File: src/rtl/lvl_irq_pkg.sv
package lvl_irq_pkg;
  localparam int LINES_PER_WORD = 32;
  localparam int BUS_W          = 32;

  // width helper that never returns zero
  function automatic int safe_clog2(input int n);
    return (n <= 1) ? 1 : $clog2(n);
  endfunction
endpackage

File: src/rtl/irq_addr_decode.sv
module irq_addr_decode
  import lvl_irq_pkg::*;
#(
  parameter int NUM_CPUS  = 2,
  parameter int NUM_WORDS = 2,
  parameter int ADDR_W    = 8
) (
  input  logic                                clk,
  input  logic                                rst,
  input  logic [ADDR_W-1:0]                   addr_i,
  input  logic                                wr_i,
  output logic                                hit_o,
  output logic                                is_status_o,
  output logic [safe_clog2(NUM_CPUS)-1:0]     cpu_o,
  output logic [safe_clog2(NUM_WORDS)-1:0]    word_o,
  output logic [NUM_CPUS-1:0]                 ena_wr_o
);
  localparam int OFF_W  = $clog2(2 * NUM_WORDS);
  localparam int WADR_W = ADDR_W - 2;
  localparam int CPU_W  = safe_clog2(NUM_CPUS);
  localparam int WRD_W  = safe_clog2(NUM_WORDS);

  logic [WADR_W-1:0] waddr;
  logic [OFF_W-1:0]  offset;
  logic [WADR_W-1:0] bank;
  logic [1:0]        unused_lsb;

  assign unused_lsb = addr_i[1:0];
  assign waddr      = addr_i[ADDR_W-1:2];
  assign offset     = waddr[OFF_W-1:0];
  assign bank       = waddr >> OFF_W;

  assign hit_o       = (32'(bank) < 32'(NUM_CPUS));
  assign is_status_o = offset[OFF_W-1];
  assign cpu_o       = bank[CPU_W-1:0];
  // reversed order: lowest offset in each half maps to the highest word
  assign word_o      = WRD_W'(NUM_WORDS - 1) - WRD_W'(offset[OFF_W-2:0]);

  for (genvar k = 0; k < NUM_CPUS; k++) begin : g_sel
    assign ena_wr_o[k] = wr_i && hit_o && !is_status_o && (32'(bank) == k);
  end

  AST_SEL_ONEHOT: assert property (@(posedge clk) disable iff (rst)
    $onehot0(ena_wr_o));
  AST_MISS_NO_SEL: assert property (@(posedge clk) disable iff (rst)
    !hit_o |-> (ena_wr_o == '0));
  AST_STATUS_NO_SEL: assert property (@(posedge clk) disable iff (rst)
    (hit_o && is_status_o) |-> (ena_wr_o == '0));
endmodule

File: src/rtl/irq_cpu_bank.sv
module irq_cpu_bank
  import lvl_irq_pkg::*;
#(
  parameter int NUM_WORDS = 2
) (
  input  logic                                     clk,
  input  logic                                     rst,
  input  logic                                     wr_i,
  input  logic [safe_clog2(NUM_WORDS)-1:0]         word_i,
  input  logic [BUS_W-1:0]                         wdata_i,
  input  logic [LINES_PER_WORD*NUM_WORDS-1:0]      lines_i,
  output logic [LINES_PER_WORD*NUM_WORDS-1:0]      ena_o,
  output logic                                     irq_o
);
  localparam int TOTAL = LINES_PER_WORD * NUM_WORDS;

  logic [NUM_WORDS-1:0][LINES_PER_WORD-1:0] ena_q;
  logic [TOTAL-1:0]                         pending;
  logic                                     irq_q;

  for (genvar w = 0; w < NUM_WORDS; w++) begin : g_word
    always_ff @(posedge clk) begin
      if (rst) begin
        ena_q[w] <= '0;
      end else if (wr_i && (32'(word_i) == w)) begin
        ena_q[w] <= wdata_i;
      end
    end
  end

  assign ena_o   = ena_q;
  assign pending = lines_i & ena_o;

  always_ff @(posedge clk) begin
    if (rst) irq_q <= 1'b0;
    else     irq_q <= |pending;
  end
  assign irq_o = irq_q;

  AST_ENA_HELD: assert property (@(posedge clk) disable iff (rst)
    !wr_i |=> $stable(ena_q));
  AST_IRQ_NEEDS_ENA: assert property (@(posedge clk) disable iff (rst)
    irq_o |-> $past(|ena_q));
  AST_IRQ_NEEDS_LINE: assert property (@(posedge clk) disable iff (rst)
    irq_o |-> $past(|lines_i));
endmodule

File: src/rtl/lvl_irq_agg.sv
module lvl_irq_agg
  import lvl_irq_pkg::*;
#(
  parameter int NUM_CPUS  = 2,
  parameter int NUM_WORDS = 2,
  parameter int ADDR_W    = 8
) (
  input  logic                            clk,
  input  logic                            rst,
  input  logic [32*NUM_WORDS-1:0]         irq_lines,
  input  logic                            req,
  input  logic                            we,
  input  logic [ADDR_W-1:0]               addr,
  input  logic [31:0]                     wdata,
  output logic [31:0]                     rdata,
  output logic                            rd_valid,
  output logic [NUM_CPUS-1:0]             irq_out
);
  localparam int CPU_W = safe_clog2(NUM_CPUS);
  localparam int WRD_W = safe_clog2(NUM_WORDS);
  localparam int TOTAL = LINES_PER_WORD * NUM_WORDS;

  logic                    hit, is_status;
  logic [CPU_W-1:0]        cpu_sel;
  logic [WRD_W-1:0]        word_sel;
  logic [NUM_CPUS-1:0]     ena_wr;
  logic [TOTAL-1:0]        ena_all [NUM_CPUS];
  logic [BUS_W-1:0]        rd_mux;
  logic [BUS_W-1:0]        rdata_q;
  logic                    rvalid_q;

  irq_addr_decode #(
    .NUM_CPUS (NUM_CPUS),
    .NUM_WORDS(NUM_WORDS),
    .ADDR_W   (ADDR_W)
  ) u_dec (
    .clk        (clk),
    .rst        (rst),
    .addr_i     (addr),
    .wr_i       (req && we),
    .hit_o      (hit),
    .is_status_o(is_status),
    .cpu_o      (cpu_sel),
    .word_o     (word_sel),
    .ena_wr_o   (ena_wr)
  );

  for (genvar k = 0; k < NUM_CPUS; k++) begin : g_cpu
    irq_cpu_bank #(.NUM_WORDS(NUM_WORDS)) u_bank (
      .clk    (clk),
      .rst    (rst),
      .wr_i   (ena_wr[k]),
      .word_i (word_sel),
      .wdata_i(wdata),
      .lines_i(irq_lines),
      .ena_o  (ena_all[k]),
      .irq_o  (irq_out[k])
    );
  end

  always_comb begin
    rd_mux = '0;
    if (hit) begin
      if (is_status) rd_mux = irq_lines[32'(word_sel)*LINES_PER_WORD +: LINES_PER_WORD];
      else           rd_mux = ena_all[cpu_sel][32'(word_sel)*LINES_PER_WORD +: LINES_PER_WORD];
    end
  end

  always_ff @(posedge clk) begin
    if (rst) begin
      rdata_q  <= '0;
      rvalid_q <= 1'b0;
    end else begin
      rvalid_q <= req && !we;
      rdata_q  <= (req && !we) ? rd_mux : '0;
    end
  end

  assign rdata    = rdata_q;
  assign rd_valid = rvalid_q;

  AST_RESET_QUIET: assert property (@(posedge clk)
    rst |=> (irq_out == '0 && !rd_valid));
  AST_RVALID_AFTER_READ: assert property (@(posedge clk) disable iff (rst)
    (req && !we) |=> rd_valid);
  AST_RVALID_ONLY_READ: assert property (@(posedge clk) disable iff (rst)
    !(req && !we) |=> !rd_valid);
  AST_MISS_READS_ZERO: assert property (@(posedge clk) disable iff (rst)
    (req && !we && !hit) |=> (rdata == '0));
endmodule

File: config.mk
export PLATFORM = sky130hd
export DESIGN_NAME = lvl_irq_agg
export DESIGN_NICKNAME = d
export VERILOG_FILES = /design/src/rtl/lvl_irq_pkg.sv /design/src/rtl/irq_addr_decode.sv /design/src/rtl/irq_cpu_bank.sv /design/src/rtl/lvl_irq_agg.sv
export SDC_FILE = /design/constraint.sdc
export NUM_CORES = 1
export LEC_CHECK = 0
export BUFFER_PORTS_ARGS = -buffer_cell sky130_fd_sc_hd__buf_2
export CAP_MARGIN = 20
export CELL_PAD_IN_SITES_DETAIL_PLACEMENT = 1
export CELL_PAD_IN_SITES_GLOBAL_PLACEMENT = 2
export CORE_UTILIZATION = 30
export DETAILED_ROUTE_END_ITERATION = 10
export PLACE_DENSITY = 0.71
export SKIP_LAST_GASP = 1
export SLEW_MARGIN = 20
export SYNTH_ARGS = -nofsm -noshare
export SYNTH_HDL_FRONTEND = slang
export SYNTH_SLANG_ARGS = --single-unit
File: constraint.sdc
create_clock -name clk -period 1.4 [get_ports clk]
set_input_delay 0.28 -clock clk [delete_from_list [all_inputs] [get_ports clk]]
set_output_delay 0.28 -clock clk [all_outputs]
set_load 0.02 [all_outputs]
==> summary.txt <==
Status
  • Status: complete, no violations

Pwr
  • Power share of the combinational group: ~8%
  • P_leak: 4.02 nW
  • Peak supply drop: 0.878 mV
  • Switch share: a little under a quarter
  • Seq pwr share: 44.3%
  • PwrDens: 1030 nW/um^2
  • P_int: 8.03 mW
  • Net load switching power: 2.49 mW
  • Clk pwr share: 47.5%

Drt
  • Antenna-violating nets left: 0
  • Post-Route WL: 30000 um
  • DR pass1 iterations: 5
  • Initial drt markers: 442
  • Via count: just over 7000
  • Post-DR vias/cell: 5.27
  • # DRC: 0
  • Routed length per instance: 21.7 um

Logic synthesis
  • Yosys cell types: 25
  • Simple-gate share of the synthesized area: 15.6%
  • Syn_area_per_cell: 9.22 sq um
  • Synthesized flop and latch total: 163
  • Compound-Gate Fraction of Synth Area: about 17%
  • Synthesized area: 7370 sq um
  • Mux contribution to synthesized area: 18.5%
  • Largest family of logic cells by synthesized area: multiplexers
  • Post-Synth XOR/XNOR Area: 0%
  • Synth warn: 0
  • Post-Syn Nets: 908
  • Seq/Total Area, Yosys: 44.2%
  • Post-Syn Instances: 800
  • Synth Area in Adders: 0%

Setup path
  • Slowest CP cell: dfxtp_2
  • Worst Setup End Kind: flop
  • Critical Path AT: approximately 1.7 ns
  • Required @ worst endpoint: 1.71 ns
  • Cells along the critical path: a22o_1 > a221oi_2 > buf_4 > nand4_1 > nor3_2 > a21oi_1
  • Largest stage delay on the critical path: between 0.3 and 0.4 ns
  • Crit path buf inv count: 1
  • Crit-path max FO: 2
  • Kind of critical path: flop to flop
  • CP top delay family: compound AO/OA/AOI/OAI gates
  • CP Launch Type: flop

Global route
  • Initial antenna violation count: 0
  • GRT Total Usage: 24.4%
  • First-pass GRT wire length: 45800 um
  • Number of global-route vias before repair: 7465
  • Pin count of the biggest net entering global routing: 65
  • Grt ovf: 0

Layout
  • Share of layout cells above drive strength 1: 35.5%
  • Post-Layout Cell Count: around 1400
  • # diodes: 0
  • # nets final: about 1200
  • Layout area overhead: 37.9%

Clocking
  • CTS Hold Bufs: 0
  • CTS Buffer Depth: 2
  • Clock Latency Late Sink: roughly 0.43 ns
  • Clk slew on worst S/H paths: 0.07 ns
  • CTS H-tree depth: 4
  • CTS Root Cell: clkbuf_16
  • Clock Sinks: 163
  • CTS Buf Count: 17
  • Post-CTS setup buffer count: 0
  • CTS tree: built

STA
  • Final Hold Viols: 0
  • RSZ-0062 raised after global routing: yes
  • Setup TNS: 0 ns
  • Slew headroom: 46.6%
  • Final worst-path cycle share: ~99%
  • Worst hold slack: 0.0352 ns
  • Slew @ Worst Pin: around 0.8 ns
  • Post-Route Skew: between 0.007 and 0.008 ns
  • # setup viols final: 0
  • Achievable Freq: 722 MHz
  • Slew Viols, Final: 0
  • Min cycle time layout: 1.38 ns

Die
  • Io pins: ~140
  • Num rows: 57
  • Core Area: 24200 sq um
  • DIE AREA: 25200 sq um
  • DIE WIDTH: 159 um
  • Initial cell density of the core: 30.4%
  • Die height: 159 um

Place
  • IO buf count: 140
  • Routability Congestion: 0.803
  • Placed cells: 1353
  • Dpl hpwl: 21400 um

Run
  • Maxcap violations: 0

Hold path
  • Worst Hold Class: input pin to flop
==> final cells by class <==
| cell class | instances | area [sq um] |
|---|---|---|
| tap | 324 | 405 |
| multi-input combinational | 575 | 3890 |
| clock inverter | 9 | 154 |
| timing repair buffer | 287 | 1980 |
| inverter | 1 | 3.75 |
| clock buffer | 23 | 458 |
| fill | 2848 | 14100 |
| sequential | 163 | 3270 |
==> layout by cell type, fill, tap and decap left out, drive strengths merged <==
master / instances
buf: 287
nand2: 194
dfxtp: 163
a21oi: 98
nor2: 66
mux2i: 64
mux4: 32
a211oi: 32
a22oi: 28
clkbuf: 23
a22o: 18
a221oi: 18
nand4: 12
nor3: 7
bufinv: 4
nand3: 3
clkinv: 3
clkinvlp: 2
and3b: 1
inv: 1
or3: 1
nor3b: 1
==> synth_stat cells <==
master | count | area (sq um)
a21oi_1 | 98 | 490
nor2_1 | 66 | 248
nand2_2 | 1 | 6.26
mux2i_1 | 64 | 641
dfxtp_1 | 163 | 3260
nand4_1 | 12 | 75.1
nand2_1 | 193 | 724
nor3b_1 | 1 | 7.51
or3_1 | 1 | 6.26
a22oi_1 | 28 | 210
a22o_1 | 18 | 158
nor3_2 | 1 | 10.0
nand3_1 | 3 | 15.0
nor3_1 | 4 | 20.0
and3b_1 | 1 | 8.76
buf_1 | 1 | 3.75
buf_4 | 9 | 67.6
a211oi_1 | 32 | 240
clkbuf_1 | 27 | 101
buf_6 | 7 | 78.8
inv_1 | 1 | 3.75
a221oi_1 | 18 | 158
nor3_4 | 2 | 32.5
buf_2 | 17 | 85.1
mux4_2 | 32 | 721
==> stage by stage <==
stage / worst slack (ns) / power, mW / cell area [sq um] / utilization [%]
CTS: -0.0649 / 10.6 / 10100 / 41.9
global placement: -0.384 / 5.61 / 9460 / 39.0
detailed placement: -0.353 / 5.61 / 9460 / 39.0
floorplan: -0.0399 / 5.09 / 7380 / -
global route: -0.0592 / 10.8 / 10200 / 41.9
finish: 0.0152 / 10.5 / 10200 / 41.9
==> repair_timing <==
action / in CTS / in global routing
pin swaps: 7 / 8
resized for setup: 16 / 7
endpoints found under the setup margin: 2 / 4
cloned: 0 / 0
==> flip-flops by register name (all words and copies together), names as in the netlist <==
name,count
g_cpu.u_bank.ena_o,128
rdata,32
g_cpu.u_bank.irq_o,2
rd_valid,1
==> cells by family (layout without fill, tap and decap cells) <==
kind of cell,after synthesis,after routing
DFF,163,163
AOI/OAI and AO/OA,194,194
and+or+nand+nor,285,285
buffers and inverters,62,320
muxes,96,96
==> path summary, 6_finish.rpt <==
check | start | to | slack, ns | cells past startpoint
worst max-delay path | g_cpu[1].u_bank.ena_o[57] | g_cpu[1].u_bank.irq_o | 0.02 | 6
worst min-delay path | rst | rd_valid | 0.04 | 2
worst max register to register | g_cpu[1].u_bank.ena_o[57] | g_cpu[1].u_bank.irq_o | 0.02 | 6
worst min register to register | g_cpu[0].u_bank.ena_o[5] | g_cpu[0].u_bank.ena_o[5] | 0.47 | 2
==> per-layer routing <==
metal | vias up | track usage, % | share of wire, %
li1 | 3373 | - | -
met2 | 217 | 39.5 | 47
met4 | 0 | 7.81 | 2.1
met3 | 36 | 4.60 | 5.2
met5 | - | 0 | 0
met1 | 3651 | 32.6 | 46
==> power groups by stage <==
stage	registers (mW)	clock network [mW]	logic (mW)
6_report	4.66	5.00	0.856
5_1_grt	4.66	5.27	0.913
4_1_cts	4.66	5.09	0.851
3_5_place_dp	4.77	0	0.842
3_3_place_gp	4.77	0	0.838
2_1_floorplan	4.77	0	0.323
(Power assumes the default switching activity.)
